--- src/rtl/halving_pkg.sv ---
package halving_pkg;
  typedef enum logic [1:0] {
    PH_IDLE = 2'd0,
    PH_RUN  = 2'd1,
    PH_FIX  = 2'd2
  } phase_e;
endpackage

--- src/rtl/halving_seq.sv ---
module halving_seq
  import halving_pkg::*;
#(
  parameter int unsigned STEPS = 16
) (
  input  logic   clk_i,
  input  logic   rst_ni,
  input  logic   start_i,
  output phase_e phase_o,
  output logic   load_o
);
  localparam int unsigned CNT_W = $clog2(STEPS + 1);
  localparam logic [CNT_W-1:0] LAST = CNT_W'(STEPS - 1);

  phase_e           phase_q;
  logic [CNT_W-1:0] cnt_q;

  assign phase_o = phase_q;
  assign load_o  = (phase_q == PH_IDLE) && start_i;

  always_ff @(posedge clk_i or negedge rst_ni) begin
    if (!rst_ni) begin
      phase_q <= PH_IDLE;
      cnt_q   <= '0;
    end else begin
      unique case (phase_q)
        PH_IDLE: if (start_i) begin
          phase_q <= PH_RUN;
          cnt_q   <= '0;
        end
        PH_RUN: begin
          cnt_q <= cnt_q + 1'b1;
          if (cnt_q == LAST) phase_q <= PH_FIX;
        end
        PH_FIX:  phase_q <= PH_IDLE;
        default: phase_q <= PH_IDLE;
      endcase
    end
  end


  cnt_range_chk: assert property (@(posedge clk_i) disable iff (!rst_ni)
    (phase_q == PH_RUN) |-> (cnt_q < CNT_W'(STEPS)));


  fix_after_run_chk: assert property (@(posedge clk_i) disable iff (!rst_ni)
    (phase_q == PH_FIX) |=> (phase_q == PH_IDLE));
endmodule

--- src/rtl/halving_step.sv ---
module halving_step #(
  parameter int unsigned WIDTH = 16
) (
  input  logic [WIDTH+1:0] acc_i,
  input  logic             a_bit_i,
  input  logic [WIDTH-1:0] b_i,
  input  logic [WIDTH-1:0] m_i,
  output logic [WIDTH+1:0] acc_o,
  output logic             sum_lsb_o
);
  localparam int unsigned ACC_W = WIDTH + 2;

  logic [WIDTH-1:0] pp;
  logic             add_m;
  logic [ACC_W-1:0] sum;

  for (genvar k = 0; k < WIDTH; k++) begin : g_pp
    assign pp[k] = b_i[k] & a_bit_i;
  end

  // parity of acc + pp decides the modulus add ahead of the wide adder
  assign add_m = acc_i[0] ^ (a_bit_i & b_i[0]);

  always_comb begin
    sum = acc_i + {2'b00, pp} + (add_m ? {2'b00, m_i} : '0);
  end

  assign acc_o     = {1'b0, sum[ACC_W-1:1]};
  assign sum_lsb_o = sum[0];
endmodule

--- src/rtl/halving_fix.sv ---
module halving_fix #(
  parameter int unsigned WIDTH = 16
) (
  input  logic [WIDTH+1:0] acc_i,
  input  logic [WIDTH-1:0] m_i,
  output logic [WIDTH-1:0] res_o
);
  localparam int unsigned DIF_W = WIDTH + 3;

  logic [DIF_W-1:0] diff;
  logic             below;

  assign diff  = {1'b0, acc_i} - {3'b000, m_i};
  assign below = diff[DIF_W-1];
  assign res_o = below ? acc_i[WIDTH-1:0] : diff[WIDTH-1:0];
endmodule

--- src/rtl/halving_modmul.sv ---
module halving_modmul
  import halving_pkg::*;
#(
  parameter int unsigned WIDTH = 16
) (
  input  logic             clk_i,
  input  logic             rst_ni,
  input  logic             start_i,
  input  logic [WIDTH-1:0] a_i,
  input  logic [WIDTH-1:0] b_i,
  input  logic [WIDTH-1:0] m_i,
  output logic             done_o,
  output logic [WIDTH-1:0] result_o
);
  localparam int unsigned ACC_W = WIDTH + 2;

  phase_e           phase;
  logic             load;
  logic [WIDTH-1:0] a_q, b_q, m_q, res_q;
  logic [ACC_W-1:0] acc_q, acc_nxt;
  logic             sum_lsb;
  logic [WIDTH-1:0] fixed;
  logic             done_q;

  halving_seq #(.STEPS(WIDTH)) i_seq (
    .clk_i   (clk_i),
    .rst_ni  (rst_ni),
    .start_i (start_i),
    .phase_o (phase),
    .load_o  (load)
  );

  halving_step #(.WIDTH(WIDTH)) i_step (
    .acc_i     (acc_q),
    .a_bit_i   (a_q[0]),
    .b_i       (b_q),
    .m_i       (m_q),
    .acc_o     (acc_nxt),
    .sum_lsb_o (sum_lsb)
  );

  halving_fix #(.WIDTH(WIDTH)) i_fix (
    .acc_i (acc_q),
    .m_i   (m_q),
    .res_o (fixed)
  );

  always_ff @(posedge clk_i or negedge rst_ni) begin
    if (!rst_ni) begin
      a_q    <= '0;
      b_q    <= '0;
      m_q    <= '0;
      acc_q  <= '0;
      res_q  <= '0;
      done_q <= 1'b0;
    end else begin
      done_q <= 1'b0;
      if (load) begin
        a_q   <= a_i;
        b_q   <= b_i;
        m_q   <= m_i;
        acc_q <= '0;
      end else if (phase == PH_RUN) begin
        acc_q <= acc_nxt;
        a_q   <= a_q >> 1;
      end else if (phase == PH_FIX) begin
        res_q  <= fixed;
        done_q <= 1'b1;
      end
    end
  end

  assign done_o   = done_q;
  assign result_o = res_q;


  even_sum_chk: assert property (@(posedge clk_i) disable iff (!rst_ni)
    (phase == PH_RUN && m_q[0]) |-> !sum_lsb);


  acc_bound_chk: assert property (@(posedge clk_i) disable iff (!rst_ni)
    (phase != PH_IDLE && m_q[0] && b_q < m_q) |-> (acc_q < {1'b0, m_q, 1'b0}));


  result_range_chk: assert property (@(posedge clk_i) disable iff (!rst_ni)
    (done_o && m_q[0] && b_q < m_q) |-> (result_o < m_q));


  done_pulse_chk: assert property (@(posedge clk_i) disable iff (!rst_ni)
    done_o |=> !done_o);


  busy_hold_chk: assert property (@(posedge clk_i) disable iff (!rst_ni)
    (phase != PH_IDLE) |=> ($stable(m_q) && $stable(b_q)));


  result_hold_chk: assert property (@(posedge clk_i) disable iff (!rst_ni)
    (phase != PH_FIX) |=> $stable(result_o));
endmodule

--- config.mk ---
export PLATFORM = sky130hd
export DESIGN_NAME = halving_modmul
export DESIGN_NICKNAME = d
export VERILOG_FILES = /design/src/rtl/halving_pkg.sv /design/src/rtl/halving_seq.sv /design/src/rtl/halving_step.sv /design/src/rtl/halving_fix.sv /design/src/rtl/halving_modmul.sv
export SDC_FILE = /design/constraint.sdc
export NUM_CORES = 1
export LEC_CHECK = 0
export BUFFER_PORTS_ARGS = -buffer_cell sky130_fd_sc_hd__buf_2
export CAP_MARGIN = 25
export CORE_UTILIZATION = 28
export DETAILED_ROUTE_END_ITERATION = 8
export PLACE_DENSITY = 0.48
export RECOVER_POWER = 100
export SKIP_CTS_REPAIR_TIMING = 1
export SLEW_MARGIN = 20
export SYNTH_ARGS = -nofsm -noshare
export SYNTH_HDL_FRONTEND = slang
export SYNTH_SLANG_ARGS = --single-unit
--- constraint.sdc ---
create_clock -name clk_i -period 7.25 [get_ports clk_i]
set_input_delay 0.3625 -clock clk_i [delete_from_list [all_inputs] [get_ports clk_i]]
set_output_delay 0.3625 -clock clk_i [all_outputs]
set_load 0.05 [all_outputs]
Word level (Yosys, flattened, before mapping)
Cells that the tools add are included.
Word-level totals
  memory bits (writable): 0
  input port bits: 51
  memories: 0
  output and inout bits: 17
  register bits: 90
  word-level logic and storage cells: 57
  ROM bits: 0
  latch bits: 0
Cells by class
  add/sub/neg operators: 4
  equal/unequal tests: 5
  order comparisons: 0
  divide/modulo/power cells: 0
  reductions and logical operators: 7
  multiply operators: 0
  shift-type cells: 0
  bitwise operators: 19
  muxes and demuxes: 14
Operators by type and width (number)
  $mux 16: 4
  $mux 18: 2
  $sub 18x16->19: 1
  $add 18x16->18: 1
  $add 18x18->18: 1
  $and 1x1->1: 16
  $pmux 5 s2: 1
  $add 5x1->5 const B: 1
  $eq 5x4->1 const B: 1
  $mux 5: 1
  $mux 2: 2
  $pmux 2 s2: 1
  $reduce_and 2->1: 2
  $reduce_bool 2->1: 2
  $mux 1: 3
  $reduce_and 3->1: 1
  $eq 2x1->1 const B: 1
  $eq 2x2->1 const B: 1
  $logic_not 2->1: 1
  $ne 2x1->1 const B: 1
  $ne 2x2->1 const B: 1
  $not 1->1: 2
  $logic_and 1x1->1: 1
  $xor 1x1->1: 1

Logic depth before layout (Yosys ltp)
  depth in word-level cells: 6
  depth in mapped cells: 14
  mapped depth without buffers: 14

Hierarchy
From an unflattened synthesis, not the netlist that was laid out.
Unflattened totals
  cells, all modules: 590
  area total of the unflattened synthesis: 6133.4 um2
Modules (own cells, without submodules)
  halving_modmul: instances 1, area an instance 3291.9 um2, seq. area each 2077.0 um2, cells each 252
  halving_step: instances 1, area an instance 1383.8 um2, seq. area each 0.0 um2, cells each 163
  halving_fix: instances 1, area an instance 1114.8 um2, seq. area each 0.0 um2, cells each 143
  halving_seq: instances 1, area an instance 342.8 um2, seq. area each 175.2 um2, cells each 32

Least setup slack after synthesis
Ideal clock, no wire load.
  path kind: reg2reg
  start: register a_q[0]
  end: register acc_q[12]
  library setup time: 0.133 ns
  period minus slack after synthesis: 3.388 ns
  arrival time: 3.255 ns
  stages on the path, launching flop included: 15
  path buffers: 2
  setup slack: 3.862 ns
  required time: 7.117 ns
  cells stage by stage: dfrtp_1 -> clkbuf_1 -> clkbuf_1 -> nand2_1 -> fa_1 -> inv_1 -> ha_1 -> fa_1 -> a21o_1 -> a21oi_1 -> o21ai_0 -> a221o_1 -> a31oi_1 -> xnor2_1 -> o21ai_0
On the way
  cells in the longest elaborated chain, start to end: 6
  elaborated cells on any way between the ends: 20
  classes of those cells: add/sub (2); mux (3); bitwise (15)
RTL lines
  from (decl): line halving_modmul.sv:19  | logic [WIDTH-1:0] a_q, b_q, m_q, res_q;
  from (signal assigned): line halving_modmul.sv:59  | a_q <= a_i;
  from (signal assigned): line halving_modmul.sv:65  | a_q <= a_q >> 1;
  parallel branches: the longest is 3 deep, another holds $add 18x16->18
  $add 18x18->18 (*): line halving_step.sv:25  | sum = acc_i + {2'b00, pp} + (add_m ? {2'b00, m_i} : '0);
  $mux 18 (*): line halving_modmul.sv:63  | end else if (phase == PH_RUN) begin
  $mux 18 (*): line halving_modmul.sv:58  | if (load) begin
  to (signal assigned): line halving_modmul.sv:64  | acc_q <= acc_nxt;
  to (decl): line halving_modmul.sv:20  | logic [ACC_W-1:0] acc_q, acc_nxt;
Mark *: on every way between the ends. The select of a mux whose other input is x is not followed.
A chain may end at the register's enable or synchronous reset.

==> flow_metrics.env <==
export IMPL_antenna_found_initial=3
export IMPL_multi_input_area_mm2=0.00315
export IMPL_maxCapViolCount=1
export IMPL_ys_ff_latch=89
export IMPL_die_height_um=144
export IMPL_cts_buffers=9
export IMPL_cp_start_kind="input port"
export IMPL_final_hold_viol_count=0
export IMPL_clock_path_buffers=2
export IMPL_seq_area_frac_synth_pct=39.6
export IMPL_yosys_warnings=0
export IMPL_wirelength_um=13300
export IMPL_clock_sinks=89
export IMPL_tns_ns=0
export IMPL_drtIter0Drc=152
export IMPL_required_ns=6.91
export IMPL_start_util_pct=28.7
export IMPL_timing_slew_headroom_pct=-133
export IMPL_grt_max_degree=66
export IMPL_clkTransAtPathRegs_ns=0.06
export IMPL_overflow=0
export IMPL_yosys_cell_types_count=57
export IMPL_fin_crit_ns=4.74
export IMPL_drive_above_1_share_pct=14.0
export IMPL_dieArea_mm2=0.0207
export IMPL_wire_per_inst_um=14.5
export IMPL_cts_tree="done"
export IMPL_area_growth_pct=15.0
export IMPL_grt_use_total_pct=13.9
export IMPL_arrival_ns=4.39
export IMPL_place_inst=904
export IMPL_syn_num_nets=694
export IMPL_synthFlopType="dfrtp_1"
export IMPL_portBuffers=67
export IMPL_ant_nets=0
export IMPL_fin_skew_ns=0.00649
export IMPL_violations="max-capacitance violations, max-slew violations"
export IMPL_r2r_slack_ns=2.68
export IMPL_final_setup_viol_count=0
export IMPL_dpl_hpwl_um=10300
export IMPL_status="finished, violations left"
export IMPL_insertion_delay_ns=0.35
export IMPL_place_congestion=0.862
export IMPL_hold_slack_ns=0.213
export IMPL_grt_pass1_wl_um=22000
export IMPL_h_tree_depth=3
export IMPL_core_rowCount=51
export IMPL_ioPinCount=68
export IMPL_drt_first_pass_iters=4
export IMPL_nets=753
export IMPL_die_w_um=144
export IMPL_first_global_vias=4316
export IMPL_vias_per_cell=4.68
export IMPL_drc=0
export IMPL_worstPathMaxFanout=65
export IMPL_fin_crit_sh_pct=65.3
export IMPL_fmax_ghz=0.211
export IMPL_synth_edf_count=0
export IMPL_synth_area_mm2=0.00562
export IMPL_fin_cells=921
export IMPL_async_flop_share_pct=100
export IMPL_endpoint_kind="async pin"
export IMPL_synth_cells=592
export IMPL_n_fill_cell=2053
export IMPL_diodes=0
export IMPL_clockRootBuffer="clkbuf_16"
export IMPL_critPathKind="in -> async"
export IMPL_tightest_slew_ns=3.49
export IMPL_num_vias=4307
export IMPL_core_mm2=0.0196
export IMPL_syn_mean_instance_area_um2=9.50
export IMPL_drv_slew=66
export IMPL_hp_class="in -> reg"
export IMPL_rsz0062_at_grt="false"
export IMPL_regArea_mm2=0.00223
==> flip-flops by register name, summed over array words and instances, names as in the netlist <==
signal	cells
b_q	16
i_seq.phase_o	2
a_q	16
done_o	1
result_o	16
m_q	16
i_seq.cnt_q	5
acc_q	17
==> cell usage after synthesis, drive strengths merged (5+ instances only) <==
cell	number	area, um^2
clkbuf	22	82.6
inv	32	120
a21oi	43	219
nor2b	22	140
dfrtp	89	2230
nand3	19	95.1
fa	17	340
mux2i	5	50.1
nor2	31	116
ha	34	425
and2	16	100
a21o	8	60.1
mux2	17	191
xnor2	15	131
nand2	62	233
xor2	7	61.3
a22oi	16	120
o21ai	71	355
o21a	6	45.0
==> through the flow <==
step	cell area, um^2	setup WS (ns)	utilization (%)
floorplan	5620	3.86	-
global placement	6210	2.75	31.7
detailed placement	6250	2.97	31.9
CTS	6550	2.96	33.4
global route	6470	1.43	33.0
finish	6470	2.51	33.0
==> per-layer routing <==
layer / track usage (%) / part of all wire (%) / up-vias / wire length, um
li1: - / - / 2188 / -
met1: 19.1 / 50 / 2018 / 6710
met2: 21.3 / 43 / 82 / 5780
met3: 3.63 / 5.0 / 15 / 670
met4: 4.03 / 1.2 / 4 / 159
met5: 0 / 0.15 / - / 20
==> final timing paths <==
check,start,to,cells after the start
hold / removal,m_i[3],m_q[3]$_DFFE_PN0P_,3
min in group asynchronous,rst_ni,result_o[2]$_DFFE_PN0P_,2
max in group clk_i,a_q[0]$_DFFE_PN0P_,acc_q[12]$_DFFE_PN0P_,12
setup reg to reg,a_q[0]$_DFFE_PN0P_,acc_q[12]$_DFFE_PN0P_,12
setup / recovery,rst_ni,i_seq.cnt_q[4]$_DFFE_PN0P_,3
hold reg to reg,result_o[2]$_DFFE_PN0P_,result_o[2]$_DFFE_PN0P_,2
==> area by class of cell <==
cell class / count / share of cell area (%)
multi-input combinational: 445 / 48.6
timing repair buffer: 74 / 5.40
tap: 265 / 5.13
clock inverter: 2 / 0.155
sequential: 89 / 34.4
clock buffer: 14 / 4.39
inverter: 32 / 1.86
==> cells in the final DEF, fill, tap and decap left out, drive strengths merged, types with 4 or more instances in the layout <==
master,n
o21ai,71
o21a,6
a22o,4
fa,17
xor2,7
ha,34
o211ai,4
and2,16
clkbuf,37
mux2i,5
a21oi,43
nand3,19
xnor2,15
dfrtp,89
inv,32
buf,50
nand2,62
a22oi,16
mux2,17
nand4,4
a21o,8
nor2,31
nor2b,22
a31oi,4
==> cells by family after synthesis <==
logic type	after synthesis	synth area share, %
AO/OA/AOI/OAI	180	20.2
AND/OR/NAND/NOR	170	14.6
flip-flops	89	39.6
buffers and inverters	58	4.34
adder cells (fa/ha/maj)	51	13.6
XOR/XNOR	22	3.43
multiplexers	22	4.29
==> critical path, cell delays in order <==
cell,delay [ns]
dlygate4sd3_1,0.52
clkbuf_1,0.94
clkbuf_1,2.53
Power is not shown: default switching activity piles up to over one toggle a cycle in this logic, so the estimate is an artifact.
